--- src/rtl/asram_pkg.sv ---
`timescale 1ns/1ps
package asram_pkg;

  typedef enum logic [2:0] {
    ST_BOOT,
    ST_IDLE,
    ST_TURN,
    ST_READ,
    ST_WRITE,
    ST_WREC
  } asramState_e;

  // Pin levels for the next cycle plus datapath events, control -> datapath
  typedef struct packed {
    logic load;     // register the host request
    logic select;   // chip select active next cycle
    logic readOn;   // read strobe active next cycle
    logic writeOn;  // write strobe active next cycle
    logic drive;    // bus driver on next cycle
    logic capture;  // sample bus data at this edge
    logic finish;   // emit completion next cycle
  } asramStrobe_t;

  function automatic int ceilCycles(int ns, int periodNs);
    int c;
    c = (ns + periodNs - 1) / periodNs;
    return (c < 1) ? 1 : c;
  endfunction

  function automatic int max2(int a, int b);
    return (a > b) ? a : b;
  endfunction

endpackage

--- src/rtl/asram_ctrl_fsm.sv ---
`timescale 1ns/1ps
module asram_ctrl_fsm
  import asram_pkg::*;
#(
  parameter int CNT_W    = 4,
  parameter int RD_CYC   = 6,
  parameter int WR_CYC   = 5,
  parameter int TURN_CYC = 2,
  parameter int BOOT_CYC = 16
) (
  input  logic         clk,
  input  logic         rstN,
  input  logic         reqValid,
  input  logic         reqWrite,
  output logic         reqReady,
  output asramStrobe_t strb
);

  localparam logic [CNT_W-1:0] RD_LOAD   = CNT_W'(RD_CYC - 1);
  localparam logic [CNT_W-1:0] WR_LOAD   = CNT_W'(WR_CYC - 1);
  localparam logic [CNT_W-1:0] TURN_LOAD = CNT_W'(TURN_CYC - 1);
  localparam logic [CNT_W-1:0] BOOT_LOAD = CNT_W'(BOOT_CYC - 1);
  localparam logic [CNT_W-1:0] ONE       = CNT_W'(1);

  asramState_e      state, nxt;
  logic [CNT_W-1:0] cnt, cntNxt;
  logic             lastRead, lastNxt;

  always_comb begin
    nxt     = state;
    cntNxt  = cnt;
    lastNxt = lastRead;
    strb    = '0;
    case (state)
      ST_BOOT: begin
        if (cnt == '0) nxt = ST_IDLE;
        else           cntNxt = cnt - ONE;
      end
      ST_IDLE: begin
        if (reqValid) begin
          strb.load = 1'b1;
          if (reqWrite) begin
            lastNxt = 1'b0;
            if (lastRead) begin
              nxt    = ST_TURN;
              cntNxt = TURN_LOAD;
            end else begin
              nxt    = ST_WRITE;
              cntNxt = WR_LOAD;
            end
          end else begin
            nxt    = ST_READ;
            cntNxt = RD_LOAD;
          end
        end
      end
      ST_TURN: begin
        if (cnt == '0) begin
          nxt    = ST_WRITE;
          cntNxt = WR_LOAD;
        end else begin
          cntNxt = cnt - ONE;
        end
      end
      ST_READ: begin
        if (cnt == '0) begin
          nxt          = ST_IDLE;
          strb.capture = 1'b1;
          strb.finish  = 1'b1;
          lastNxt      = 1'b1;
        end else begin
          cntNxt = cnt - ONE;
        end
      end
      ST_WRITE: begin
        if (cnt == '0) nxt = ST_WREC;
        else           cntNxt = cnt - ONE;
      end
      ST_WREC: begin
        nxt         = ST_IDLE;
        strb.finish = 1'b1;
      end
      default: nxt = ST_IDLE;
    endcase
    strb.select  = (nxt == ST_READ) || (nxt == ST_WRITE) || (nxt == ST_WREC);
    strb.readOn  = (nxt == ST_READ);
    strb.writeOn = (nxt == ST_WRITE);
    strb.drive   = (nxt == ST_WRITE) || (nxt == ST_WREC);
  end

  always_ff @(posedge clk or negedge rstN) begin
    if (!rstN) begin
      state    <= ST_BOOT;
      cnt      <= BOOT_LOAD;
      lastRead <= 1'b0;
    end else begin
      state    <= nxt;
      cnt      <= cntNxt;
      lastRead <= lastNxt;
    end
  end

  assign reqReady = (state == ST_IDLE);

endmodule

--- src/rtl/asram_ctrl_path.sv ---
`timescale 1ns/1ps
module asram_ctrl_path
  import asram_pkg::*;
#(
  parameter int ADDR_W = 17,
  parameter int DATA_W = 16
) (
  input  logic              clk,
  input  logic              rstN,
  input  asramStrobe_t      strb,
  input  logic [ADDR_W-1:0] reqAddr,
  input  logic [DATA_W-1:0] reqWdata,
  input  logic [1:0]        reqMask,
  input  logic [DATA_W-1:0] sramDin,
  output logic [ADDR_W-1:0] sramAddr,
  output logic [DATA_W-1:0] sramDout,
  output logic              sramDoutEn,
  output logic              sramCeN,
  output logic              sramWeN,
  output logic              sramOeN,
  output logic              sramUbN,
  output logic              sramLbN,
  output logic              doneValid,
  output logic [DATA_W-1:0] doneRdata
);

  localparam int LANES  = 2;
  localparam int LANE_W = DATA_W / LANES;

  logic [LANES-1:0]  maskQ, maskNext, laneNextN, laneOnN;
  logic [DATA_W-1:0] laneData;

  assign maskNext = strb.load ? reqMask : maskQ;

  for (genvar g = 0; g < LANES; g++) begin : gLane
    assign laneData[g*LANE_W +: LANE_W] = maskQ[g] ? sramDin[g*LANE_W +: LANE_W] : '0;
    assign laneNextN[g] = !(strb.select && maskNext[g]);
  end

  always_ff @(posedge clk or negedge rstN) begin
    if (!rstN) begin
      sramAddr   <= '0;
      sramDout   <= '0;
      maskQ      <= '0;
      laneOnN    <= '1;
      sramCeN    <= 1'b1;
      sramWeN    <= 1'b1;
      sramOeN    <= 1'b1;
      sramDoutEn <= 1'b0;
      doneValid  <= 1'b0;
      doneRdata  <= '0;
    end else begin
      if (strb.load) begin
        sramAddr <= reqAddr;
        sramDout <= reqWdata;
        maskQ    <= reqMask;
      end
      laneOnN    <= laneNextN;
      sramCeN    <= !strb.select;
      sramWeN    <= !strb.writeOn;
      sramOeN    <= !strb.readOn;
      sramDoutEn <= strb.drive;
      doneValid  <= strb.finish;
      if (strb.finish) doneRdata <= strb.capture ? laneData : '0;
    end
  end

  assign sramLbN = laneOnN[0];
  assign sramUbN = laneOnN[1];

endmodule

--- src/rtl/asram_ctrl.sv ---
`timescale 1ns/1ps
module asram_ctrl
  import asram_pkg::*;
#(
  parameter int ADDR_W         = 17,
  parameter int DATA_W         = 16,
  parameter int CLK_PERIOD_NS  = 10,
  parameter int T_READ_NS      = 55,
  parameter int T_WCYCLE_NS    = 55,
  parameter int T_WPULSE_NS    = 40,
  parameter int T_ADDR_WEND_NS = 45,
  parameter int T_DSETUP_NS    = 25,
  parameter int T_RELEASE_NS   = 20,
  parameter int STARTUP_CYCLES = 10000
) (
  input  logic              clk,
  input  logic              rstN,
  input  logic              reqValid,
  output logic              reqReady,
  input  logic              reqWrite,
  input  logic [ADDR_W-1:0] reqAddr,
  input  logic [DATA_W-1:0] reqWdata,
  input  logic [1:0]        reqMask,
  output logic              doneValid,
  output logic [DATA_W-1:0] doneRdata,
  output logic [ADDR_W-1:0] sramAddr,
  output logic [DATA_W-1:0] sramDout,
  output logic              sramDoutEn,
  input  logic [DATA_W-1:0] sramDin,
  output logic              sramCeN,
  output logic              sramWeN,
  output logic              sramOeN,
  output logic              sramUbN,
  output logic              sramLbN
);

  localparam int RD_CYC   = ceilCycles(T_READ_NS, CLK_PERIOD_NS);
  localparam int WR_CYC   = max2(max2(ceilCycles(T_WPULSE_NS, CLK_PERIOD_NS),
                                      ceilCycles(T_ADDR_WEND_NS, CLK_PERIOD_NS)),
                                 max2(ceilCycles(T_DSETUP_NS, CLK_PERIOD_NS),
                                      ceilCycles(T_WCYCLE_NS, CLK_PERIOD_NS) - 1));
  localparam int TURN_CYC = ceilCycles(T_RELEASE_NS, CLK_PERIOD_NS);
  localparam int BOOT_CYC = max2(STARTUP_CYCLES, 1);
  localparam int CNT_MAX  = max2(max2(RD_CYC, WR_CYC), max2(TURN_CYC, BOOT_CYC));
  localparam int CNT_W    = $clog2(CNT_MAX + 1);

  asramStrobe_t strb;

  asram_ctrl_fsm #(
    .CNT_W   (CNT_W),
    .RD_CYC  (RD_CYC),
    .WR_CYC  (WR_CYC),
    .TURN_CYC(TURN_CYC),
    .BOOT_CYC(BOOT_CYC)
  ) u_fsm (
    .clk     (clk),
    .rstN    (rstN),
    .reqValid(reqValid),
    .reqWrite(reqWrite),
    .reqReady(reqReady),
    .strb    (strb)
  );

  asram_ctrl_path #(
    .ADDR_W(ADDR_W),
    .DATA_W(DATA_W)
  ) u_path (
    .clk       (clk),
    .rstN      (rstN),
    .strb      (strb),
    .reqAddr   (reqAddr),
    .reqWdata  (reqWdata),
    .reqMask   (reqMask),
    .sramDin   (sramDin),
    .sramAddr  (sramAddr),
    .sramDout  (sramDout),
    .sramDoutEn(sramDoutEn),
    .sramCeN   (sramCeN),
    .sramWeN   (sramWeN),
    .sramOeN   (sramOeN),
    .sramUbN   (sramUbN),
    .sramLbN   (sramLbN),
    .doneValid (doneValid),
    .doneRdata (doneRdata)
  );

endmodule

--- config.mk ---
export PLATFORM = sky130hd
export DESIGN_NAME = asram_ctrl
export DESIGN_NICKNAME = d
export VERILOG_FILES = /design/src/rtl/asram_pkg.sv /design/src/rtl/asram_ctrl_fsm.sv /design/src/rtl/asram_ctrl_path.sv /design/src/rtl/asram_ctrl.sv
export SDC_FILE = /design/constraint.sdc
export NUM_CORES = 1
export LEC_CHECK = 0
export BUFFER_PORTS_ARGS = -buffer_cell sky130_fd_sc_hd__buf_2
export CAP_MARGIN = 10
export CORE_ASPECT_RATIO = 1.25
export CORE_MARGIN = 4
export CORE_UTILIZATION = 55
export CTS_CLUSTER_DIAMETER = 50
export DETAILED_ROUTE_END_ITERATION = 10
export PLACE_DENSITY = 0.95
export SYNTH_ARGS = -nofsm -noshare
export SYNTH_HDL_FRONTEND = slang
export SYNTH_HIERARCHICAL = 1
export SYNTH_SLANG_ARGS = --single-unit
--- constraint.sdc ---
create_clock -name clk -period 3.3 [get_ports clk]
set_input_delay 0.66 -clock clk [delete_from_list [all_inputs] [get_ports clk]]
set_output_delay 0.66 -clock clk [all_outputs]
set_load 0.01 [all_outputs]
==> metrics.yaml, run 1 <==
outcome: "complete, no violations"
rsz0062_at_grt: "no"
pre_cts_slack_ns: 0.980
leakage_nw: 2.11
fin_nets: 467
first_pass_iters: 4
dp_hpwl_mm: 6.85
clock_skew_ns: 0.00760
gr-usage-met2: 0.426
ant_nets: 0
yosys_warnings: 6
fmax_mhz: 421
crit_path_frequent_cell: "nand2_1"
clkLatencyLatePin_ns: 0.34
syn_inst: 296
fillers: 427
die-height_um: 99.5
critical_path_required_ns: 3.54
worstHoldPathType: "input pin to asynchronous set/reset pin"
syn_area_um2: 3690
seq_area_um2: 1920
slowest_stage: "nor4_1"
post-synth-top-count-cell: "dfrtp_1"
slowest_delay_ns: 0.56
vdd_drop_max_v: 0.000390
post_route_cells_drive_above_1_share: 0.486
via_per_inst: 5.65
clk_pin_slew_ns: 0.08
path_class: "flop to flop"
clock_path_buffers: 2
synthTopCellsByCount: "63 x dfrtp_1, 32 x mux2_4, 26 x inv_1, 26 x nand2_1, 17 x o22ai_1"
cts_resized: 0
drtIter0Drc: 153
endpoint_kind: "flop"
finalSetupTns_ns: 0
synth_largest_area_cell: "dfrtp_1"
yosysTopAreaCellShare: 0.428
crit_buf_inv: 0
place_congestion: 0.932
multi_input_area_um2: 1560
p_per_area_nw_per_um2: 888
clock-root-buffer: "clkbuf_8"
syn_to_final_growth_pct: 21.8
die_w_um: 81.2
synth_edf_count: 0
arrival_ns: 2.62
drv_cap: 0
drc_errors: 0
gr-max-usage-layer: "met2"
r2r_slack_ns: 0.92
grt_use_total: 0.241
start_util: 0.565
synth.yosys.seq_area_share: 0.520
syn_nets: 353
async_flop_share: 1.00
period_minus_slack_ns: 2.38
synthTopCellsByArea: "dfrtp_1 43%, mux2_4 13%, dfstp_2 9.3%"
grtUsageMet3: 0.0534
timing.hold.ws_ns: 0.401
worstReg2RegEnd: "u_path/doneRdata[7]"
grt_pass1_wl_mm: 14.6
report.final.hold_viol_count: 0
globalRouteOverflowTotal: 0
drt-wirelength-per-cell_um: 18.9
yosysUniqueCellTypes: 54
path_max_fanout: 8
via_count: 2831
numCtsBuffers: 9
core_area_um2: 6520
antennaDiodeCount: 0
cts_hold_buf: 0
grt_pass1_vias: 2855
post-cts-setup-buffer-count: 0
totalWireLength_mm: 9.46
setup_violations: 0
cts_sinks: 76
fin_ws_ns: 0.924
crit_chain: "nor4_4, nand2_1, nor4_1, nand2_1, o22ai_1"
h-tree-depth: 3
r2r_start: "u_fsm/cnt[4]"
worst-r2r-cell-count: 5
synth-seq-cells: 76
relSlewSlack: 0.473
synth-main-ff-cell: "dfrtp_1"
cts_tree: "done"
num_rows: 33
synth.avg_cell_area_um2: 12.5
portBuffers: 111
dieArea_um2: 8090
grt_max_degree: 43
tightest_slew_ns: 0.791
finalCritPeriodShare: 0.720
critPathTopFamily: "simple AND/OR/NAND/NOR gates"
cp-start-kind: "flop"
antenna_found_initial: 0
gr-usage-met1: 0.277
drv_slew: 0
num_io_pins: 112
worst max-delay path by stage:
stage                            start                    to  depth (start not counted)
after floorplan           u_fsm/cnt[0]          u_fsm/cnt[3]                          7
after global placement        reqWrite          u_fsm/cnt[6]                          6
after detailed placement  u_fsm/cnt[4]  u_path/doneRdata[14]                          5
after CTS                 u_fsm/cnt[0]   u_path/doneRdata[7]                          7
after global routing      u_fsm/cnt[0]   u_path/doneRdata[4]                          7
final                     u_fsm/cnt[4]   u_path/doneRdata[7]                          5
report_power, final:
group | leakage [nW] | switching (W) | total (W) | internal, W
clock network | 0.109 | 0.000333 | 0.000756 | 0.000423
logic | 1.06 | 0.000752 | 0.00158 | 0.000831
registers | 0.937 | 0.000327 | 0.00165 | 0.00132
total | 2.11 | 0.00141 | 0.00399 | 0.00258
placed cells by master, fill, tap and decap left out, drive strengths merged, types with 4 or more instances in the layout:
cell    count
nor2        8
nand2b      4
a21oi       9
nor3        4
buf       115
o22ai      17
o21ai      10
nand3       6
or2         4
nand2      28
clkbuf      9
mux2i       8
o21bai      8
inv        27
a21o        4
dfstp      13
dfrtp      63
mux2       37
flip-flops by register name (all words and copies together), names as in the netlist:
signal / flops
u_path/doneRdata: 16
u_path/sramDoutEn: 1
u_fsm/state: 3
u_fsm/cnt: 14
u_path/sramOeN: 1
u_path/laneOnN: 2
u_path/sramWeN: 1
u_path/doneValid: 1
u_path/sramAddr: 17
u_path/maskQ: 2
u_path/sramCeN: 1
u_path/sramDout: 16
u_fsm/lastRead: 1
cell type report:
type,instances,area share
tap,87,0.0242
clock buffer,9,0.0276
inverter,26,0.0217
sequential,76,0.427
clock inverter,6,0.0195
multi-input combinational,182,0.347
timing repair buffer,115,0.133
through the flow:
| step | cell area (um2) | power [W] | cells | util |
|---|---|---|---|---|
| after global routing | 4490 | 0.00420 | 501 | 0.688 |
| after global placement | 4280 | 0.00312 | 486 | 0.656 |
| after floorplan | 3690 | 0.00272 | 296 | - |
| after CTS | 4490 | 0.00400 | 501 | 0.688 |
| after detailed placement | 4280 | 0.00321 | 486 | 0.656 |
| final | 4490 | 0.00399 | 501 | 0.688 |
cells by family after synthesis:
family,share of synthesized area
DFF,0.520
AOI/OAI and AO/OA,0.120
and+or+nand+nor,0.128
muxes,0.167
adders and majority gates,0.00679
buffers and inverters,0.0584
metal layers:
metal  wire, um  vias up  share of wire
met1       3560     1376           0.38
met2       4920      166           0.52
met3        792       21          0.084
met4        186        0          0.020
met5          0        -              0
li1           -     1268              -
worst register-to-register path: stages (launching register included):
cell	delay [ns]
dfrtp_1	0.49
nor4_4	0.44
nand2_1	0.18
nor4_1	0.56
nand2_1	0.36
o22ai_1	0.27
(Power assumes the default switching activity.)
==> run 2, diff against run 1 <==
Settings changed: CORE_UTILIZATION 55 to 46, PLACE_DENSITY 0.95 to 0.86.
Clock period 3.3 ns to 2 ns, I/O delays scaled along.
==> run 2 against run 1 <==
Sequential share of layout area fell by 6.2 points. Non-clock buffer count rose by 37. Worst setup slack worse by 1.0 ns. Largest cell class unchanged. Count of clock-buffer cells in the layout increased by 3. First-iteration DRC count rose by 38%. Sequential power grew 61%. Final area grew 17%. Global-route usage is 5.1 points lower. The run now ends with negative setup slack left. Die area rose by 18%. Power is 82% higher. Register-to-register slack worse by 1.0 ns. Largest power group is now combinational logic. Via count up 6.7%. Highest routed layer unchanged.
==> metrics.yaml, run 2 (synthesis results as in run 1) <==
reg_top3: "u_path/sramAddr: 17 flops, u_path/doneRdata: 16 flops, u_path/sramDout: 16 flops"
critPathTopFamily: "flip-flops"
tightest_slew_ns: 0.455  # -0.336 ns
first_pass_iters: 4  # unchanged
largest_reg_flops: 17  # unchanged
path_max_fanout: 4  # -4
num_rows: 36  # +9.1%
endpoint_kind: "flop"
layout_commonest_cell: "buf_2"
grt_use_total: 0.189  # -0.0512
fillers: 504  # +18%
vdd_drop_max_v: 0.00105  # +170%
drc_errors: 0  # unchanged
grt_pass1_wl_mm: 13.8  # -5.8%
clock-root-buffer: "clkbuf_8"
placed_area_um2: 4450  # +4.0%
grt_pass1_vias: 2814  # -1.4%
worstHoldPathType: "input pin to flop"
critPathLaunch: "u_fsm/cnt[1]"
via_count: 3020  # +6.7%
start_util: 0.473  # -0.0920
globalRouteOverflowTotal: 0  # unchanged
drv_cap: 0  # unchanged
final_util: 0.674  # -0.0140
syn_to_final_growth_pct: 42.5
rsz0062_at_grt: "yes"
violations: "negative setup slack"
clk_pin_slew_ns: 0.08  # about the same
die-height_um: 108  # +8.6%
fmax_mhz: 471  # +12%
clock_path_buffers: 2  # unchanged
arrival_ns: 2.39  # -0.23 ns
crit_chain: "inv_2, ha_4, nor4b_4, buf_4, nand4_1, nand2_4, a2111oi_2, mux2i_1"
totalWireLength_mm: 10.8  # +14%
leakage_nw: 2.38  # +13%
core_area_um2: 7790  # +19%
numCtsBuffers: 9  # unchanged
grt_max_degree: 44  # +2.3%
slowest_delay_ns: 0.55  # about the same
clkLatencyLatePin_ns: 0.36  # +0.02 ns
stdcell_area_um2: 5260  # +17%
h-tree-depth: 3  # unchanged
antennaDiodeCount: 0  # unchanged
p_per_area_nw_per_um2: 1380  # +56%
outcome: "finished with violations"
relSlewSlack: 0.697  # +0.224
post_route_cells_drive_above_1_share: 0.637  # +0.152
crit_buf_inv: 2  # +2
finalCritPeriodShare: 1.06  # +0.341
period_minus_slack_ns: 2.12  # -0.255 ns
critical_path_required_ns: 2.27  # -1.27 ns
fin_nets: 504  # +7.9%
setup_violations: 28  # +28
worstHoldStart: "reqWdata[6]"
final_cell_mix: "110 x buf_2, 62 x dfrtp_1, 32 x mux2_4"
ant_nets: 0  # unchanged
dp_hpwl_mm: 6.41  # -6.4%
num_io_pins: 112  # unchanged
cts_sinks: 76  # unchanged
dieArea_um2: 9520  # +18%
cp-start-kind: "flop"
cts_tree: "done"
antenna_found_initial: 0  # unchanged
die_w_um: 88.1  # +8.4%
via_per_inst: 5.52  # -2.3%
report.final.hold_viol_count: 0  # unchanged
regMostFlops: "u_path/sramAddr"
portBuffers: 111  # unchanged
drtIter0Drc: 211  # +38%
place_congestion: 0.887  # -4.9%
r2r_start: "u_fsm/cnt[1]"
clock_skew_ns: 0.0133  # +0.00566 ns
slowest_stage: "dfstp_2"
drt-wirelength-per-cell_um: 19.7  # +4.3%
path_class: "flop to flop"
fin_ws_ns: -0.121  # -1.05 ns
drv_slew: 0  # unchanged
==> run 2: cell type report <==
class                   instances  area [um2]  area share
repair buffers                152         993       0.189
multi-input cells             182        1910       0.363
clock inverters                 4        72.6      0.0138
clock buffers                  12         145      0.0276
inverters                      26        97.6      0.0186
well taps                      95         119      0.0226
flip-flops and latches         76        1920       0.365
==> run 2: where the power goes <==
| group | internal, W | switching [W] |
|---|---|---|
| Sequential | 0.00218 | 0.000483 |
| Clock | 0.000736 | 0.000579 |
| Combinational | 0.00170 | 0.00160 |
==> run 2: through the flow <==
stage | TNS [ns] | setup slack, ns | total power, W | cells | hold slack, ns
3_5_place_dp | -0.0751 | -0.0367 | 0.00545 | 512 | 0.228
5_1_grt | -4.63 | -0.212 | 0.00762 | 547 | 0.262
3_3_place_gp | 0 | 0.0379 | 0.00534 | 512 | 0.226
2_1_floorplan | 0 | 0.0189 | 0.00448 | 296 | 0.104
4_1_cts | -0.0108 | -0.0108 | 0.00679 | 531 | 0.264
6_report | -1.45 | -0.121 | 0.00727 | 547 | 0.271
==> run 2: layer usage <==
layer  share of wire  vias up  routed length (um)  global-route usage
li1                -     1348                   -                   -
met1            0.36     1502                3920               0.215
met2            0.54      137                5870               0.339
met3           0.059       33                 640              0.0389
met4           0.032        0                 343              0.0821
met5               0        -                   0                   0
==> run 2: what timing repair did <==
item | CTS | global route
endpoints found under the hold margin | 6 | 0
setup buffers | 2 | 12
hold buffers | 1 | 0
pin swaps | 1 | 34
cloned | 0 | 4
endpoints found under the setup margin | 12 | 35
resized for setup | 5 | 69
==> run 2: final timing paths <==
check                           slack, ns  depth (start not counted)             endpoint
worst max-delay path                -0.12                          8         u_fsm/cnt[6]
worst min-delay path                 0.27                          2   u_path/sramDout[6]
worst max register to register      -0.12                          8         u_fsm/cnt[6]
worst min register to register       0.51                          1   u_path/sramAddr[0]
max in group asynchronous            1.05                          3  u_path/sramDout[13]
min in group asynchronous            0.39                          2   u_path/sramDout[6]
==> run 2: worst reg2reg max path, cell delays in order (launching register included) <==
cell       delay [ns]
dfstp_2          0.55
inv_2            0.05
ha_4             0.14
nor4b_4          0.14
buf_4            0.14
nand4_1          0.24
nand2_4          0.12
a2111oi_2        0.42
mux2i_1          0.24
